[src/rtl/lcd_tg_pkg.sv]
package lcd_tg_pkg;
  localparam int unsigned TG_FIELD_W = 11;
  localparam int unsigned TG_DIV_W   = 8;
  localparam int unsigned TG_MAX_W   = 1024;
  localparam int unsigned TG_MAX_H   = 768;

  typedef enum logic [1:0] {
    PH_SYNC = 2'd0,
    PH_BP   = 2'd1,
    PH_ACT  = 2'd2,
    PH_FP   = 2'd3
  } tg_phase_e;
endpackage

[src/rtl/lcd_tg_div.sv]
module lcd_tg_div #(
  parameter int unsigned DIV_W = 8
) (
  input  logic             clk_i,
  input  logic             rst_ni,
  input  logic [DIV_W-1:0] div_sel_i,
  input  logic             bypass_i,
  output logic             stb_o
);
  localparam int unsigned CNT_W = DIV_W + 1;

  logic [CNT_W-1:0] cnt_q;
  logic [CNT_W-1:0] term;

  assign term  = {1'b0, div_sel_i} + CNT_W'(1);
  assign stb_o = bypass_i || (cnt_q >= term);

  always_ff @(posedge clk_i or negedge rst_ni) begin
    if (!rst_ni)    cnt_q <= '0;
    else if (stb_o) cnt_q <= '0;
    else            cnt_q <= cnt_q + CNT_W'(1);
  end

  // divided strobe is never two cycles wide (ratio >= 2)
  assert_stb_gap_R2: assert property (@(posedge clk_i) disable iff (!rst_ni)
    (!bypass_i && $stable(bypass_i) && stb_o) |=> (!stb_o || bypass_i));
endmodule

[src/rtl/lcd_tg_axis.sv]
module lcd_tg_axis
  import lcd_tg_pkg::*;
#(
  parameter int unsigned FIELD_W = 11,
  parameter int unsigned MAX_ACT = 1024,
  parameter bit          RAW_BP  = 1'b0,
  localparam int unsigned POS_W  = FIELD_W + 3
) (
  input  logic               clk_i,
  input  logic               rst_ni,
  input  logic               step_i,
  input  logic [FIELD_W-1:0] sync_m1_i,
  input  logic [FIELD_W-1:0] bp_i,
  input  logic [FIELD_W-1:0] act_m1_i,
  input  logic [FIELD_W-1:0] fp_m1_i,
  output logic               wrap_o,
  output logic               sync_o,
  output logic               act_o,
  output logic [POS_W-1:0]   idx_o
);
  localparam logic [POS_W-1:0] ACT_CAP = POS_W'(MAX_ACT);

  logic [POS_W-1:0] pos_q;
  logic [POS_W-1:0] sync_len, bp_len, act_full, act_len, fp_len;
  logic [POS_W-1:0] act_start, act_end, last_pos;
  tg_phase_e        phase;

  assign sync_len = POS_W'(sync_m1_i) + POS_W'(1);
  assign fp_len   = POS_W'(fp_m1_i) + POS_W'(1);
  assign act_full = POS_W'(act_m1_i) + POS_W'(1);
  assign act_len  = (act_full > ACT_CAP) ? ACT_CAP : act_full;

  generate
    if (RAW_BP) begin : g_bp_raw
      assign bp_len = POS_W'(bp_i);
    end else begin : g_bp_m1
      assign bp_len = POS_W'(bp_i) + POS_W'(1);
    end
  endgenerate

  assign act_start = sync_len + bp_len;
  assign act_end   = act_start + act_len;
  assign last_pos  = act_end + fp_len - POS_W'(1);

  always_comb begin
    if (pos_q < sync_len)       phase = PH_SYNC;
    else if (pos_q < act_start) phase = PH_BP;
    else if (pos_q < act_end)   phase = PH_ACT;
    else                        phase = PH_FP;
  end

  assign wrap_o = step_i && (pos_q >= last_pos);
  assign sync_o = (phase == PH_SYNC);
  assign act_o  = (phase == PH_ACT);
  assign idx_o  = act_o ? (pos_q - act_start) : '0;

  always_ff @(posedge clk_i or negedge rst_ni) begin
    if (!rst_ni)      pos_q <= '0;
    else if (wrap_o)  pos_q <= '0;
    else if (step_i)  pos_q <= pos_q + POS_W'(1);
  end

  assert_hold_R10: assert property (@(posedge clk_i) disable iff (!rst_ni)
    !step_i |=> $stable(pos_q));
  assert_wrap_R4: assert property (@(posedge clk_i) disable iff (!rst_ni)
    wrap_o |=> (pos_q == '0 && sync_o));
  assert_act_cap_R9: assert property (@(posedge clk_i) disable iff (!rst_ni)
    act_o |-> (idx_o < ACT_CAP));
endmodule

[src/rtl/lcd_timing_gen.sv]
module lcd_timing_gen
  import lcd_tg_pkg::*;
#(
  parameter int unsigned FIELD_W = TG_FIELD_W,
  parameter int unsigned DIV_W   = TG_DIV_W,
  parameter int unsigned MAX_W   = TG_MAX_W,
  parameter int unsigned MAX_H   = TG_MAX_H,
  localparam int unsigned XW     = $clog2(MAX_W),
  localparam int unsigned YW     = $clog2(MAX_H)
) (
  input  logic               clk_i,
  input  logic               rst_ni,
  input  logic [DIV_W-1:0]   div_sel_i,
  input  logic               div_bypass_i,
  input  logic [FIELD_W-1:0] hs_width_m1_i,
  input  logic [FIELD_W-1:0] hbp_m1_i,
  input  logic [FIELD_W-1:0] h_act_m1_i,
  input  logic [FIELD_W-1:0] hfp_m1_i,
  input  logic [FIELD_W-1:0] vs_width_m1_i,
  input  logic [FIELD_W-1:0] vbp_lines_i,
  input  logic [FIELD_W-1:0] v_act_m1_i,
  input  logic [FIELD_W-1:0] vfp_m1_i,
  input  logic               hs_low_i,
  input  logic               vs_low_i,
  output logic               pix_stb_o,
  output logic               hsync_o,
  output logic               vsync_o,
  output logic               den_o,
  output logic [XW-1:0]      pix_x_o,
  output logic [YW-1:0]      pix_y_o
);
  localparam int unsigned POS_W = FIELD_W + 3;

  logic             stb, h_wrap, v_wrap;
  logic             h_sync, h_act, v_sync, v_act;
  logic [POS_W-1:0] h_idx, v_idx;

  lcd_tg_div #(.DIV_W(DIV_W)) u_div (
    .clk_i    (clk_i),
    .rst_ni   (rst_ni),
    .div_sel_i(div_sel_i),
    .bypass_i (div_bypass_i),
    .stb_o    (stb)
  );

  lcd_tg_axis #(.FIELD_W(FIELD_W), .MAX_ACT(MAX_W), .RAW_BP(1'b0)) u_h (
    .clk_i    (clk_i),
    .rst_ni   (rst_ni),
    .step_i   (stb),
    .sync_m1_i(hs_width_m1_i),
    .bp_i     (hbp_m1_i),
    .act_m1_i (h_act_m1_i),
    .fp_m1_i  (hfp_m1_i),
    .wrap_o   (h_wrap),
    .sync_o   (h_sync),
    .act_o    (h_act),
    .idx_o    (h_idx)
  );

  lcd_tg_axis #(.FIELD_W(FIELD_W), .MAX_ACT(MAX_H), .RAW_BP(1'b1)) u_v (
    .clk_i    (clk_i),
    .rst_ni   (rst_ni),
    .step_i   (h_wrap),
    .sync_m1_i(vs_width_m1_i),
    .bp_i     (vbp_lines_i),
    .act_m1_i (v_act_m1_i),
    .fp_m1_i  (vfp_m1_i),
    .wrap_o   (v_wrap),
    .sync_o   (v_sync),
    .act_o    (v_act),
    .idx_o    (v_idx)
  );

  assign pix_stb_o = stb;
  assign hsync_o   = h_sync ^ hs_low_i;
  assign vsync_o   = v_sync ^ vs_low_i;
  assign den_o     = h_act && v_act;
  assign pix_x_o   = den_o ? h_idx[XW-1:0] : '0;
  assign pix_y_o   = den_o ? v_idx[YW-1:0] : '0;

  // frame wrap lands on the first sync line
  assert_frame_wrap_R5: assert property (@(posedge clk_i) disable iff (!rst_ni)
    v_wrap |=> (vsync_o != vs_low_i));
  // vertical state moves only at a line end
  assert_vsync_steady_R5: assert property (@(posedge clk_i) disable iff (!rst_ni)
    !h_wrap |=> $stable(vsync_o) || !$stable(vs_low_i));
  assert_den_stb_R10: assert property (@(posedge clk_i) disable iff (!rst_ni)
    !stb && $stable(div_bypass_i) |=> $stable(den_o) && $stable(pix_x_o));
endmodule

[config.mk]
export PLATFORM = sky130hd
export DESIGN_NAME = lcd_timing_gen
export DESIGN_NICKNAME = d
export VERILOG_FILES = /design/src/rtl/lcd_tg_pkg.sv /design/src/rtl/lcd_tg_div.sv /design/src/rtl/lcd_tg_axis.sv /design/src/rtl/lcd_timing_gen.sv
export SDC_FILE = /design/constraint.sdc
export NUM_CORES = 1
export LEC_CHECK = 0
export BUFFER_PORTS_ARGS = -buffer_cell sky130_fd_sc_hd__buf_2
export CORE_MARGIN = 2
export CORE_UTILIZATION = 44
export CTS_CLUSTER_DIAMETER = 120
export DETAILED_ROUTE_END_ITERATION = 8
export PLACE_DENSITY_LB_ADDON = 0.05
export SKIP_CTS_REPAIR_TIMING = 1
export SLEW_MARGIN = 20
export SYNTH_ARGS = -nofsm -noshare
export SYNTH_HDL_FRONTEND = slang
export SYNTH_HIERARCHICAL = 1
export SYNTH_SLANG_ARGS = --single-unit
[constraint.sdc]
create_clock -name clk_i -period 7.22 [get_ports clk_i]
set_clock_uncertainty 0.2 [all_clocks]
set_input_delay 0.361 -clock clk_i [delete_from_list [all_inputs] [get_ports clk_i]]
set_output_delay 0.361 -clock clk_i [all_outputs]
set_load 0.01 [all_outputs]
==> results of run 1 <==
## metal layers
| metal | global-route usage [%] | vias up |
|---|---|---|
| met4 | 4.112 | 0 |
| met3 | 1.727 | 23 |
| met5 | 0 | - |
| met2 | 35.43 | 223 |
| met1 | 33.83 | 4177 |
| li1 | - | 4665 |
## flip-flops by register name, summed over array words and instances, names as in the netlist
signal       count
u_div/cnt_q      9
u_v/pos_q       14
u_h/pos_q       14
## worst paths after layout
| check | depth (start not counted) | from | endpoint | slack (ps) |
|---|---|---|---|---|
| hold reg to reg | 1 | u_div/cnt_q[0] | u_div/cnt_q[0] | 330 |
| hold / removal | 1 | rst_ni | u_div/cnt_q[2] | -10 |
| max in group asynchronous | 1 | rst_ni | u_v/pos_q[13] | 6310 |
| setup reg to reg | 15 | u_h/pos_q[4] | u_v/pos_q[13] | 3930 |
| setup / recovery | 28 | hbp_m1_i[0] | pix_x_o[5] | 450 |
| min in group clk_i | 5 | div_bypass_i | u_div/cnt_q[4] | 280 |
## cell usage in the layout (no fill, tap or decap), types with 7 or more instances in the layout
cell and n:
sky130_fd_sc_hd__a211oi_1 9, sky130_fd_sc_hd__a21o_1 45, sky130_fd_sc_hd__a21oi_1 88, sky130_fd_sc_hd__and2_1 8
sky130_fd_sc_hd__and3_1 33, sky130_fd_sc_hd__buf_2 124, sky130_fd_sc_hd__buf_4 15, sky130_fd_sc_hd__dfrtp_1 37
sky130_fd_sc_hd__fa_1 8, sky130_fd_sc_hd__ha_1 187, sky130_fd_sc_hd__inv_1 123, sky130_fd_sc_hd__nand2_1 82
sky130_fd_sc_hd__nand2b_1 17, sky130_fd_sc_hd__nand3_1 54, sky130_fd_sc_hd__nand4_1 24, sky130_fd_sc_hd__nor2_1 103
sky130_fd_sc_hd__nor2b_1 20, sky130_fd_sc_hd__nor3_1 24, sky130_fd_sc_hd__nor4_1 9, sky130_fd_sc_hd__nor4_2 7
sky130_fd_sc_hd__o21a_1 14, sky130_fd_sc_hd__o21ai_0 45, sky130_fd_sc_hd__o21ai_1 12, sky130_fd_sc_hd__o21bai_1 8
sky130_fd_sc_hd__or2_2 8, sky130_fd_sc_hd__or3_1 8, sky130_fd_sc_hd__xnor2_1 81, sky130_fd_sc_hd__xor2_1 60
## power breakdown
| group | total (W) | leakage [nW] | internal, W | switching, W |
|---|---|---|---|---|
| Sequential | 0.000332 | 0.476 | 0.000234 | 0.0000983 |
| Clock | 0.000205 | 0.0706 | 0.000127 | 0.0000784 |
| Combinational | 0.00200 | 4.95 | 0.000887 | 0.00111 |
| Total | 0.00254 | 5.50 | 0.00125 | 0.00129 |
## layout make-up
class                           instances  area [µm²]  area share (%)
Multi-Input combinational cell       1062        8074           75.57
Sequential cell                        37       925.9           8.666
Timing Repair Buffer                  139       733.2           6.863
Inverter                              124       467.9           4.380
Tap cell                              275       344.1           3.221
Clock buffer                            6       128.9           1.206
Clock inverter                          2       10.01         0.09369
## worst max-delay path: cells and delay by family
kind | cells | cell delay, ps
AO/OA/AOI/OAI | 11 | 2090
AND/OR/NAND/NOR | 8 | 1690
adder cells (fa/ha/maj) | 4 | 1220
XOR/XNOR | 3 | 570
buffers and inverters | 2 | 250
## stage by stage
| stage | TNS, ps | instance area (µm²) | util (%) | setup slack (ps) | hold WS, ps |
|---|---|---|---|---|---|
| 2_1_floorplan | 0 | 9480 | - | 272.7 | -134.6 |
| 3_3_place_gp | -10.56 | 10450 | 49.55 | -10.56 | 322.0 |
| 3_5_place_dp | -989.6 | 10450 | 49.55 | -73.30 | 315.6 |
| 4_1_cts | -1383 | 10590 | 50.21 | -89.21 | 21.08 |
| 5_1_grt | 0 | 10680 | 50.66 | 12.97 | 63.83 |
| 6_report | 0 | 10680 | 50.66 | 451.7 | -12.52 |
==> impl_table.tex, run 1 <==
\begin{tabular}{lr}
\hline
Metric & Value \\
\hline
\multicolumn{2}{l}{\textbf{Status}} \\
\quad Result of the run & finished, violations left \\
\quad Violated checks & negative hold slack \\
\multicolumn{2}{l}{\textbf{Final layout}} \\
\quad Layout Area Growth over Synthesis & 12.74\% \\
\quad Count of non-filler cells in the finished layout & between 1.5k and 2k \\
\quad Antenna diode count & 0 \\
\quad Share of final-layout standard cells stronger than drive strength 1 & 15.33\% \\
\quad Number of nets in the layout & 1665 \\
\quad Number of filler instances in the final layout & 2138 \\
\multicolumn{2}{l}{\textbf{Die}} \\
\quad Initial Util & about 45\% \\
\quad Horizontal extent of the die & 150.8 µm \\
\quad Chip Height & 150.8 µm \\
\quad Overall die area & 22730 µm² \\
\quad Count of standard-cell rows & 53 \\
\quad Core region area & about 21000 µm² \\
\quad Number of top-level pins & 125 \\
\multicolumn{2}{l}{\textbf{Clocking}} \\
\quad CTS max path bufs & 2 \\
\quad Clock Pin Slew Worst Setup and Hold Paths & 50 ps \\
\quad Number of buffers created by CTS & 5 \\
\quad Source-to-sink clock delay at the later pin of the worst-skew pair & 270 ps \\
\quad Sinks on the clock net & 37 \\
\quad TritonCTS clock tree & yes \\
\quad H-tree level count & 2 \\
\quad Clk root buf & sky130\_fd\_sc\_hd\_\_clkbuf\_16 \\
\multicolumn{2}{l}{\textbf{Pwr}} \\
\quad Leakage power & 5.497 nW \\
\quad Overall power & 0.002538 W \\
\quad Areal power density over the cells & 237.5 nW/µm² \\
\quad IR drop worst, VDD & 0.00009152 V \\
\multicolumn{2}{l}{\textbf{Drt}} \\
\quad Post-DRT Antenna Nets & 0 \\
\quad Number of iterations in the first detailed-routing pass & 5 \\
\quad DRT iter0 DRCs & 411 \\
\quad Via count & between 9k and 10k \\
\quad Final Routed Wirelength & 25560 µm \\
\quad Routed length on met2 & 10870 µm \\
\quad Residual DRC count & 0 \\
\quad Routed wirelength normalized by instance count & 15.54 µm \\
\quad Highest routed layer & met4 \\
\quad M1 WL & about 13000 µm \\
\quad Routed wl met3 & 1350 µm \\
\quad Via density per instance & around 5.5 \\
\multicolumn{2}{l}{\textbf{Setup path}} \\
\quad Critical path fanouts, max & 11 \\
\quad Nature of the critical path endpoint & primary output \\
\quad Critical Path Slowest Stage Cell & sky130\_fd\_sc\_hd\_\_or3b\_2 \\
\quad Category of the worst setup path launch point & input pin \\
\quad Arrival time worst endpoint & 6210 ps \\
\quad Start-to-end type of the worst setup path & in -> out \\
\quad Data required time of the critical path & between 6000 and 7000 ps \\
\quad Crit path largest cell delay & 450 ps \\
\quad Most frequent CP cell & sky130\_fd\_sc\_hd\_\_ha\_1 \\
\multicolumn{2}{l}{\textbf{Global routing}} \\
\quad Maximum number of pins on one net before global-route repair & 38 \\
\quad Number of antenna violations at the first check in global routing & 0 \\
\quad Vias in the first global route & 8388 \\
\quad GR Overflow Total & 0 \\
\quad Global-route wire length before repair & 41270 µm \\
\quad Global-route usage over all layers & 22.53\% \\
\multicolumn{2}{l}{\textbf{Place}} \\
\quad Placer Congestion & 0.8913 \\
\quad Count of buffers from port buffering & 124 \\
\quad Placed Cells & 1634 \\
\quad HPWL after detailed placement & approximately 22000 µm \\
\multicolumn{2}{l}{\textbf{Timing}} \\
\quad Final setup fails & 0 \\
\quad Setup repair after global routing missed its margin & false \\
\quad FMAX & 0.1477 GHz \\
\quad Transition at the pin with the smallest max-transition slack & between 900 and 1000 ps \\
\quad Total count of max-transition violations in the final report & 0 \\
\quad Hold WS & -12.52 ps \\
\quad Worst slew slack as a fraction of its limit & approximately two fifths \\
\quad Hold Violations, Final & 37 \\
\quad Post-route minimum period & 6768 ps \\
\quad Post-route clock period utilization & 93.74\% \\
\multicolumn{2}{l}{\textbf{Yosys}} \\
\quad Avg Cell Area, Syn & 7.661 µm² \\
\quad Number of synthesis warnings & 6 \\
\quad Post-synthesis instance area & 9477 µm² \\
\quad Cell count after synthesis & 1237 \\
\multicolumn{2}{l}{\textbf{Flow run}} \\
\quad Maximum capacitance violations & 0 \\
\multicolumn{2}{l}{\textbf{Min path}} \\
\quad Class of the most critical hold timing path & in -> async \\
\hline
\end{tabular}
Note: power is estimated with default switching activity, not from simulation.
==> inputs of run 2 (changes only) <==
--- a/config.mk
+++ b/config.mk
@@ -15,5 +15,4 @@
 export SLEW_MARGIN = 20
 export SYNTH_ARGS = -nofsm -noshare
 export SYNTH_HDL_FRONTEND = slang
-export SYNTH_HIERARCHICAL = 1
 export SYNTH_SLANG_ARGS = --single-unit
==> run 2 against run 1 <==
Die area rose by 3.5%; critical endpoint is now u_v.pos_q[0]; highest routed layer unchanged; synthesized cell count is 2.4% higher; non-clock buffer count grew 29; the flow still finishes with violations (negative hold slack).
==> impl_table.tex, run 2 <==
\begin{tabular}{lr}
\hline
Metric & Value \\
\hline
\multicolumn{2}{l}{\textbf{Timing}} \\
\quad Total count of max-transition violations in the final report & 0 (unchanged) \\
\quad FMAX & 0.1467 GHz (-0.68\%) \\
\quad Post-route minimum period & 6814 ps (+46.23 ps) \\
\quad Transition at the pin with the smallest max-transition slack & 856.8 ps (-58.43 ps) \\
\quad Worst slew slack as a fraction of its limit & 42.88\% (+4.1 points) \\
\quad Post-route clock period utilization & 94.38\% (+0.64 points) \\
\quad Hold Violations, Final & 3 (-92\%) \\
\quad Hold WS & -6.058 ps (+6.462 ps) \\
\quad Final setup fails & 0 (unchanged) \\
\multicolumn{2}{l}{\textbf{Yosys}} \\
\quad \#FFs+latches synth & 37 \\
\quad Synth unique cells & 77 \\
\quad Largest cells by area after synthesis & sky130\_fd\_sc\_hd\_\_ha\_1 26\%, sky130\_fd\_sc\_hd\_\_dfrtp\_1 9.4\%, sky130\_fd\_sc\_hd\_\_xnor2\_1 6.6\% \\
\quad Arithmetic-cell share of the synthesized area counting full adders, half adders and majority gates & 27.79\% \\
\quad Area share of the leading cell type in the synthesized netlist & $\sim$26\% \\
\quad Cell count after synthesis & 1267 (+2.4\%) \\
\quad Synth area leader & sky130\_fd\_sc\_hd\_\_ha\_1 \\
\quad Top-count cell post-synth & sky130\_fd\_sc\_hd\_\_ha\_1 \\
\quad Post-synthesis instance area & 9816 µm² (+3.6\%) \\
\quad Post-synthesis simple-gate area fraction & about 22\% \\
\quad Post-synthesis xor/xnor area fraction & 13.05\% \\
\quad Async SR Flop Fraction & 100.0\% \\
\quad Post-synth EDFFs & 0 \\
\quad Most instantiated flip-flop cell in the synthesis netlist & sky130\_fd\_sc\_hd\_\_dfrtp\_1 \\
\quad Largest family of logic cells by synthesized area & adder cells \\
\quad Sequential fraction of the synthesis area & 9.433\% \\
\quad Avg Cell Area, Syn & 7.747 µm² (+1.1\%) \\
\quad Number of synthesis warnings & 0 (-6) \\
\quad Top post-synthesis cells by count & 202 x sky130\_fd\_sc\_hd\_\_ha\_1, 154 x sky130\_fd\_sc\_hd\_\_inv\_1, 97 x sky130\_fd\_sc\_hd\_\_nor2\_1 \\
\quad Synth Area in Compound Gates & a little over a fifth \\
\quad Mux cell area share after synthesis & 0.4207\% \\
\multicolumn{2}{l}{\textbf{Setup path}} \\
\quad Instance count on the critical path & 32 (+14\%) \\
\quad Path depth of the worst reg2reg path & 13 (-2) \\
\quad FF-to-FF End & u\_h.pos\_q[2] \\
\quad Crit path largest cell delay & 450 ps (about the same) \\
\quad Reg-to-reg critical path startpoint & u\_div.cnt\_q[0] \\
\quad Data required time of the critical path & 7210 ps (+550 ps) \\
\quad Arrival time worst endpoint & 6810 ps (+600 ps) \\
\quad CP delay by family, top & simple AND/OR/NAND/NOR gates \\
\quad Critical Path Slowest Stage Cell & sky130\_fd\_sc\_hd\_\_fa\_1 \\
\quad Most frequent CP cell & sky130\_fd\_sc\_hd\_\_ha\_1 \\
\quad Worst setup path start & h\_act\_m1\_i[5] \\
\quad Nature of the critical path endpoint & flip-flop \\
\quad End point of the critical path & u\_v.pos\_q[0] \\
\quad Start-to-end type of the worst setup path & in -> reg \\
\quad Category of the worst setup path launch point & input pin \\
\quad Critical path fanouts, max & 9 (-2) \\
\quad Critical path buffers and inverters & 5 (+3) \\
\quad Reg2reg setup slack & 3440 ps (-490 ps) \\
\multicolumn{2}{l}{\textbf{Clocking}} \\
\quad Clock Pin Slew Worst Setup and Hold Paths & 50 ps (about the same) \\
\quad Clk root buf & sky130\_fd\_sc\_hd\_\_clkbuf\_16 \\
\quad Number of buffers created by CTS & 5 (unchanged) \\
\quad Source-to-sink clock delay at the later pin of the worst-skew pair & 280 ps (about the same) \\
\quad TritonCTS clock tree & yes \\
\quad H-tree level count & 2 (unchanged) \\
\quad Sinks on the clock net & 37 (unchanged) \\
\quad CTS max path bufs & 2 (unchanged) \\
\multicolumn{2}{l}{\textbf{Drt}} \\
\quad Final Routed Wirelength & 26960 µm (+5.5\%) \\
\quad Routed wl met3 & 878 µm (-35\%) \\
\quad Number of iterations in the first detailed-routing pass & 4 (-1) \\
\quad Highest routed layer & met4 \\
\quad Routed length on met2 & 12640 µm (+16\%) \\
\quad Routed wirelength normalized by instance count & 15.83 µm (+1.9\%) \\
\quad Via density per instance & 5.496 (-0.53\%) \\
\quad Post-DRT Antenna Nets & 0 (unchanged) \\
\quad Via count & 9359 (+3.0\%) \\
\quad Residual DRC count & 0 (unchanged) \\
\quad DRT iter0 DRCs & 320 (-22\%) \\
\quad M1 WL & 13010 µm (-0.17\%) \\
\multicolumn{2}{l}{\textbf{Final layout}} \\
\quad Final Util & 51.72\% (+1.1 points) \\
\quad Layout Area Growth over Synthesis & 15.35\% \\
\quad Commonest cells after routing, fill and taps aside & 202 x sky130\_fd\_sc\_hd\_\_ha\_1, 153 x sky130\_fd\_sc\_hd\_\_inv\_1, 125 x sky130\_fd\_sc\_hd\_\_buf\_2, 95 x sky130\_fd\_sc\_hd\_\_nor2\_1, 71 x sky130\_fd\_sc\_hd\_\_xnor2\_1 \\
\quad Antenna diode count & 0 (unchanged) \\
\quad Number of nets in the layout & 1734 (+4.1\%) \\
\quad Multi-input logic area & 8369 µm² (+3.7\%) \\
\quad Combined flip-flop and latch cell area & 925.9 µm² (unchanged) \\
\quad Largest registers in the final layout & u\_h.pos\_q x14, u\_v.pos\_q x14, u\_div.cnt\_q x9 \\
\quad Most common library cell in the layout ignoring fill and taps & sky130\_fd\_sc\_hd\_\_ha\_1 \\
\quad Count of non-filler cells in the finished layout & 1703 (+3.5\%) \\
\quad Area of all placed cells without fillers & 11320 µm² (+6.0\%) \\
\quad Number of filler instances in the final layout & 2204 (+3.1\%) \\
\quad Share of final-layout standard cells stronger than drive strength 1 & 16.23\% (+0.90 points) \\
\multicolumn{2}{l}{\textbf{Die}} \\
\quad Initial Util & 44.84\% (-0.10 points) \\
\quad Core region area & 21890 µm² (+3.8\%) \\
\quad Number of top-level pins & 125 (unchanged) \\
\quad Count of standard-cell rows & 54 (+1.9\%) \\
\quad Chip Height & 153.4 µm (+1.7\%) \\
\quad Overall die area & 23520 µm² (+3.5\%) \\
\quad Horizontal extent of the die & 153.4 µm (+1.7\%) \\
\multicolumn{2}{l}{\textbf{Pwr}} \\
\quad Fraction of power spent switching nets & 52.76\% (+1.9 points) \\
\quad Switching Power & 0.001813 W (+40\%) \\
\quad Overall power & 0.003435 W (+35\%) \\
\quad Clock power share & 6.2\% (-1.9 points) \\
\quad Internal Power & 0.001623 W (+30\%) \\
\quad Areal power density over the cells & 303.4 nW/µm² (+28\%) \\
\quad IR drop worst, VDD & 0.0002095 V (+130\%) \\
\quad Leakage power & 5.776 nW (+5.1\%) \\
\quad Flop pwr share & 10.9\% (-2.2 points) \\
\quad Combinational Power Share & 82.8\% (+4.0 points) \\
\multicolumn{2}{l}{\textbf{Place}} \\
\quad Placer Congestion & 0.9124 (+2.4\%) \\
\quad Count of buffers from port buffering & 124 (unchanged) \\
\quad Placed Cells & 1690 (+3.4\%) \\
\quad HPWL after detailed placement & 22660 µm (+3.7\%) \\
\quad Area of placed instances & 10980 µm² (+5.1\%) \\
\multicolumn{2}{l}{\textbf{Flow run}} \\
\quad Maximum capacitance violations & 0 (unchanged) \\
\multicolumn{2}{l}{\textbf{Status}} \\
\quad Result of the run & finished, violations left \\
\quad Violated checks & negative hold slack \\
\multicolumn{2}{l}{\textbf{Global routing}} \\
\quad Maximum number of pins on one net before global-route repair & 38 (unchanged) \\
\quad Vias in the first global route & 8960 (+6.8\%) \\
\quad GR Overflow Total & 0 (unchanged) \\
\quad Global-route wire length before repair & 44350 µm (+7.5\%) \\
\quad Global-route usage over all layers & 22.81\% (+0.29 points) \\
\quad Number of antenna violations at the first check in global routing & 0 (unchanged) \\
\multicolumn{2}{l}{\textbf{Min path}} \\
\quad Class of the most critical hold timing path & in -> async \\
\hline
\end{tabular}
-- run 2: stage by stage --
stage          setup slack (ps)  TNS [ps]
2_1_floorplan             130.8         0
3_3_place_gp              26.43         0
3_5_place_dp             -219.2     -1354
4_1_cts                   81.41         0
5_1_grt                  -23.23    -64.10
6_report                  405.5         0
-- run 2: how the worst min path moves through the flow --
stage | from | endpoint | slack [ps] | cells after the start
3_5_place_dp | rst_ni | u_div.cnt_q[7] | 320 | 1
5_1_grt | rst_ni | u_div.cnt_q[3] | 70 | 1
6_report | rst_ni | u_div.cnt_q[3] | -6 | 1
2_1_floorplan | rst_ni | u_div.cnt_q[0] | -130 | 0
4_1_cts | rst_ni | u_div.cnt_q[8] | 30 | 1
3_3_place_gp | rst_ni | u_div.cnt_q[7] | 340 | 1
-- run 2: area by class of cell --
type	instances	area share [%]
Clock buffer	7	1.260
Inverter	154	5.106
Multi-Input combinational cell	1057	73.92
Sequential cell	37	8.178
Tap cell	280	3.094
Timing Repair Buffer	168	8.443
-- run 2: logic make-up after synthesis --
kind of cell,count (synthesis)
other,1
adder cells (fa/ha/maj),214
multiplexers,4
buffers and inverters,175
AND/OR/NAND/NOR,393
flip-flops,37
AO/OA/AOI/OAI,302
XOR/XNOR,141
-- run 2: routing by layer --
metal	global-route usage, %	up-vias
met5	0	-
li1	-	4866
met3	1.559	31
met1	31.43	4287
met4	3.626	0
met2	39.88	175
-- run 2: power by group through the flow --
| stage | Clock, W | Combinational (W) | Sequential (W) |
|---|---|---|---|
| final | 0.000214 | 0.00285 | 0.000376 |
| after global routing | 0.000228 | 0.00324 | 0.000382 |
| after CTS | 0.000221 | 0.00277 | 0.000375 |
| after detailed placement | 0 | 0.00275 | 0.000379 |
| after global placement | 0 | 0.00272 | 0.000381 |
| after floorplan | 0 | 0.00206 | 0.000307 |
==> inputs of run 3 (changes only) <==
--- a/config.mk
+++ b/config.mk
@@ -11,6 +11,7 @@
 export CTS_CLUSTER_DIAMETER = 120
 export DETAILED_ROUTE_END_ITERATION = 8
 export PLACE_DENSITY_LB_ADDON = 0.05
+export RECOVER_POWER = 100
 export SKIP_CTS_REPAIR_TIMING = 1
 export SLEW_MARGIN = 20
 export SYNTH_ARGS = -nofsm -noshare
==> run 3 against run 2 <==
The flow finishes with violations (max-capacitance violations, max-slew violations); utilization shrank 0.23 points; worst hold slack gained 370 ps; final cell count stayed put; via count down 0.13%; register-to-register slack is essentially flat; largest cell class unchanged; critical endpoint unchanged.
==> impl_table.tex, run 3 (synthesis results as in run 2) <==
\begin{tabular}{lr}
\hline
Metric & Value \\
\hline
\multicolumn{2}{l}{\textbf{Status}} \\
\quad Result of the run & finished, violations left \\
\quad Violated checks & max-capacitance violations, max-slew violations \\
\multicolumn{2}{l}{\textbf{Die}} \\
\quad Initial Util & 44.84\% (unchanged) \\
\quad Number of top-level pins & 125 (unchanged) \\
\quad Overall die area & 23520 µm² (unchanged) \\
\quad Horizontal extent of the die & 153.4 µm (unchanged) \\
\quad Count of standard-cell rows & 54 (unchanged) \\
\quad Chip Height & 153.4 µm (unchanged) \\
\quad Core region area & 21890 µm² (unchanged) \\
\multicolumn{2}{l}{\textbf{Final layout}} \\
\quad Share of final-layout standard cells stronger than drive strength 1 & 14.90\% (-1.3 points) \\
\quad Commonest cells after routing, fill and taps aside & 202 x sky130\_fd\_sc\_hd\_\_ha\_1, 153 x sky130\_fd\_sc\_hd\_\_inv\_1, 112 x sky130\_fd\_sc\_hd\_\_buf\_2, 95 x sky130\_fd\_sc\_hd\_\_nor2\_1, 71 x sky130\_fd\_sc\_hd\_\_xnor2\_1 \\
\quad Largest registers in the final layout & u\_h.pos\_q x14, u\_v.pos\_q x14, u\_div.cnt\_q x9 \\
\quad Number of nets in the layout & 1734 (unchanged) \\
\quad Number of filler instances in the final layout & 2218 (+0.64\%) \\
\quad Layout Area Growth over Synthesis & 14.82\% \\
\quad Most common library cell in the layout ignoring fill and taps & sky130\_fd\_sc\_hd\_\_ha\_1 \\
\quad Area of all placed cells without fillers & 11270 µm² (-0.45\%) \\
\quad Antenna diode count & 0 (unchanged) \\
\quad Final Util & 51.49\% (-0.23 points) \\
\multicolumn{2}{l}{\textbf{Global routing}} \\
\quad Global-route wire length before repair & 44350 µm (unchanged) \\
\quad Global-route track usage on met2 & 39.88\% (unchanged) \\
\quad Met3 routing resource usage after global routing & 1.559\% (unchanged) \\
\quad Vias in the first global route & 8960 (unchanged) \\
\quad Maximum number of pins on one net before global-route repair & 38 (unchanged) \\
\quad Number of antenna violations at the first check in global routing & 0 (unchanged) \\
\quad Met1 routing resource usage after global routing & 31.43\% (unchanged) \\
\quad GR Overflow Total & 0 (unchanged) \\
\quad Global-route usage over all layers & 22.81\% (unchanged) \\
\quad Global-route layer with the greatest usage & met2 \\
\multicolumn{2}{l}{\textbf{Setup path}} \\
\quad Nature of the critical path endpoint & flip-flop \\
\quad CP delay by family, top & simple AND/OR/NAND/NOR gates \\
\quad Critical path buffers and inverters & 5 (unchanged) \\
\quad Critical Path Slowest Stage Cell & sky130\_fd\_sc\_hd\_\_fa\_1 \\
\quad Start-to-end type of the worst setup path & in -> reg \\
\quad Category of the worst setup path launch point & input pin \\
\quad Crit path largest cell delay & 450 ps (about the same) \\
\quad Reg-to-reg critical path startpoint & u\_div.cnt\_q[0] \\
\quad Worst setup path start & h\_act\_m1\_i[5] \\
\quad Critical path fanouts, max & 9 (unchanged) \\
\quad Arrival time worst endpoint & 6810 ps (about the same) \\
\quad Most frequent CP cell & sky130\_fd\_sc\_hd\_\_ha\_1 \\
\quad Data required time of the critical path & 7210 ps (about the same) \\
\multicolumn{2}{l}{\textbf{Clocking}} \\
\quad Sinks on the clock net & 37 (unchanged) \\
\quad TritonCTS clock tree & yes \\
\quad CTS max path bufs & 2 (unchanged) \\
\quad Clock Pin Slew Worst Setup and Hold Paths & 50 ps (about the same) \\
\quad Number of buffers created by CTS & 5 (unchanged) \\
\quad Clk root buf & sky130\_fd\_sc\_hd\_\_clkbuf\_16 \\
\quad Source-to-sink clock delay at the later pin of the worst-skew pair & 280 ps (about the same) \\
\quad H-tree level count & 2 (unchanged) \\
\multicolumn{2}{l}{\textbf{Drt}} \\
\quad Residual DRC count & 0 (unchanged) \\
\quad Routed wirelength normalized by instance count & 15.85 µm (about the same) \\
\quad Number of iterations in the first detailed-routing pass & 4 (unchanged) \\
\quad Via density per instance & 5.489 (-0.13\%) \\
\quad DRT iter0 DRCs & 316 (-1.3\%) \\
\quad Post-DRT Antenna Nets & 0 (unchanged) \\
\quad Final Routed Wirelength & 26990 µm (about the same) \\
\quad Via count & 9347 (-0.13\%) \\
\multicolumn{2}{l}{\textbf{Place}} \\
\quad HPWL after detailed placement & 22660 µm (unchanged) \\
\quad Area of placed instances & 10980 µm² (unchanged) \\
\quad Count of buffers from port buffering & 124 (unchanged) \\
\quad Placer Congestion & 0.9124 (unchanged) \\
\multicolumn{2}{l}{\textbf{Flow run}} \\
\quad Maximum capacitance violations & 1 (+1) \\
\multicolumn{2}{l}{\textbf{Pwr}} \\
\quad Clock power share & 6.3\% (about the same) \\
\quad Areal power density over the cells & 304.2 nW/µm² (+0.26\%) \\
\quad IR drop worst, VDD & 0.0002128 V (+1.6\%) \\
\quad Leakage power & 5.715 nW (-1.1\%) \\
\quad Flop pwr share & 11.0\% (about the same) \\
\quad Fraction of power spent switching nets & 52.77\% (about the same) \\
\quad Switching Power & 0.001809 W (-0.17\%) \\
\quad Combinational Power Share & 82.7\% (about the same) \\
\quad Internal Power & 0.001619 W (-0.21\%) \\
\multicolumn{2}{l}{\textbf{Timing}} \\
\quad FMAX & 0.1466 GHz (about the same) \\
\quad Transition at the pin with the smallest max-transition slack & 2056 ps (+1199 ps) \\
\quad Hold WS & 366.8 ps (+372.9 ps) \\
\quad Post-route clock period utilization & 94.46\% (about the same) \\
\quad Post-route minimum period & 6820 ps (+5.814 ps) \\
\quad Worst slew slack as a fraction of its limit & -37.08\% (-80 points) \\
\quad Final setup fails & 0 (unchanged) \\
\quad Hold Violations, Final & 0 (-3) \\
\quad Total count of max-transition violations in the final report & 38 (+38) \\
\multicolumn{2}{l}{\textbf{Min path}} \\
\quad Beginning of the worst hold path & u\_div.cnt\_q[0] \\
\quad Class of the most critical hold timing path & reg -> reg \\
\hline
\end{tabular}
## run 3: changes by cell type in the layout (fill, tap and decap cells not counted)
cell and change:
sky130_fd_sc_hd__buf_2 -13, sky130_fd_sc_hd__buf_4 -1, sky130_fd_sc_hd__clkbuf_1 +14, sky130_fd_sc_hd__nor4_1 +4
sky130_fd_sc_hd__nor4_2 -4, sky130_fd_sc_hd__nor4b_1 +1, sky130_fd_sc_hd__nor4b_2 -1
## run 3: power by group through the flow
stage | logic, W | registers [W] | clock network, W
after floorplan | 0.00206 | 0.000307 | 0
after global placement | 0.00272 | 0.000381 | 0
after detailed placement | 0.00275 | 0.000379 | 0
after CTS | 0.00277 | 0.000375 | 0.000221
after global routing | 0.00323 | 0.000382 | 0.000228
final | 0.00284 | 0.000376 | 0.000216
## run 3: layout make-up
class	count	area, µm²	share of cell area, %
multi-input cells	1057	8338	73.98
inverters	154	578.1	5.129
well taps	280	350.3	3.108
repair buffers	168	935.9	8.304
clock buffers	7	142.6	1.266
flip-flops and latches	37	925.9	8.215
## run 3: final timing paths
kind                             endpoint  slack [ps]  cells after the start
setup / recovery             u_v.pos_q[0]         400                     32
hold / removal             u_div.cnt_q[0]         370                      1
setup reg to reg             u_h.pos_q[2]        3430                     13
hold reg to reg            u_div.cnt_q[0]         370                      1
max in group asynchronous   u_v.pos_q[13]        5180                      1
min in group asynchronous  u_div.cnt_q[3]         470                      1
## run 3: layer usage
| layer | wire [µm] | vias up |
|---|---|---|
| met4 | 410 | 0 |
| met2 | 12690 | 183 |
| met3 | 972 | 25 |
| met1 | 12910 | 4274 |
| li1 | - | 4865 |
| met5 | 0 | - |
## run 3: stage by stage
stage                     setup TNS (ps)  instances  power [W]  setup slack, ps
after floorplan                        0       1269   0.002366            130.8
after global placement                 0       1690   0.003099            26.43
after detailed placement           -1354       1690   0.003129           -219.2
after CTS                              0       1697   0.003368            81.41
after global routing              -64.10       1703   0.003842           -23.23
final                                  0       1703   0.003429            399.7
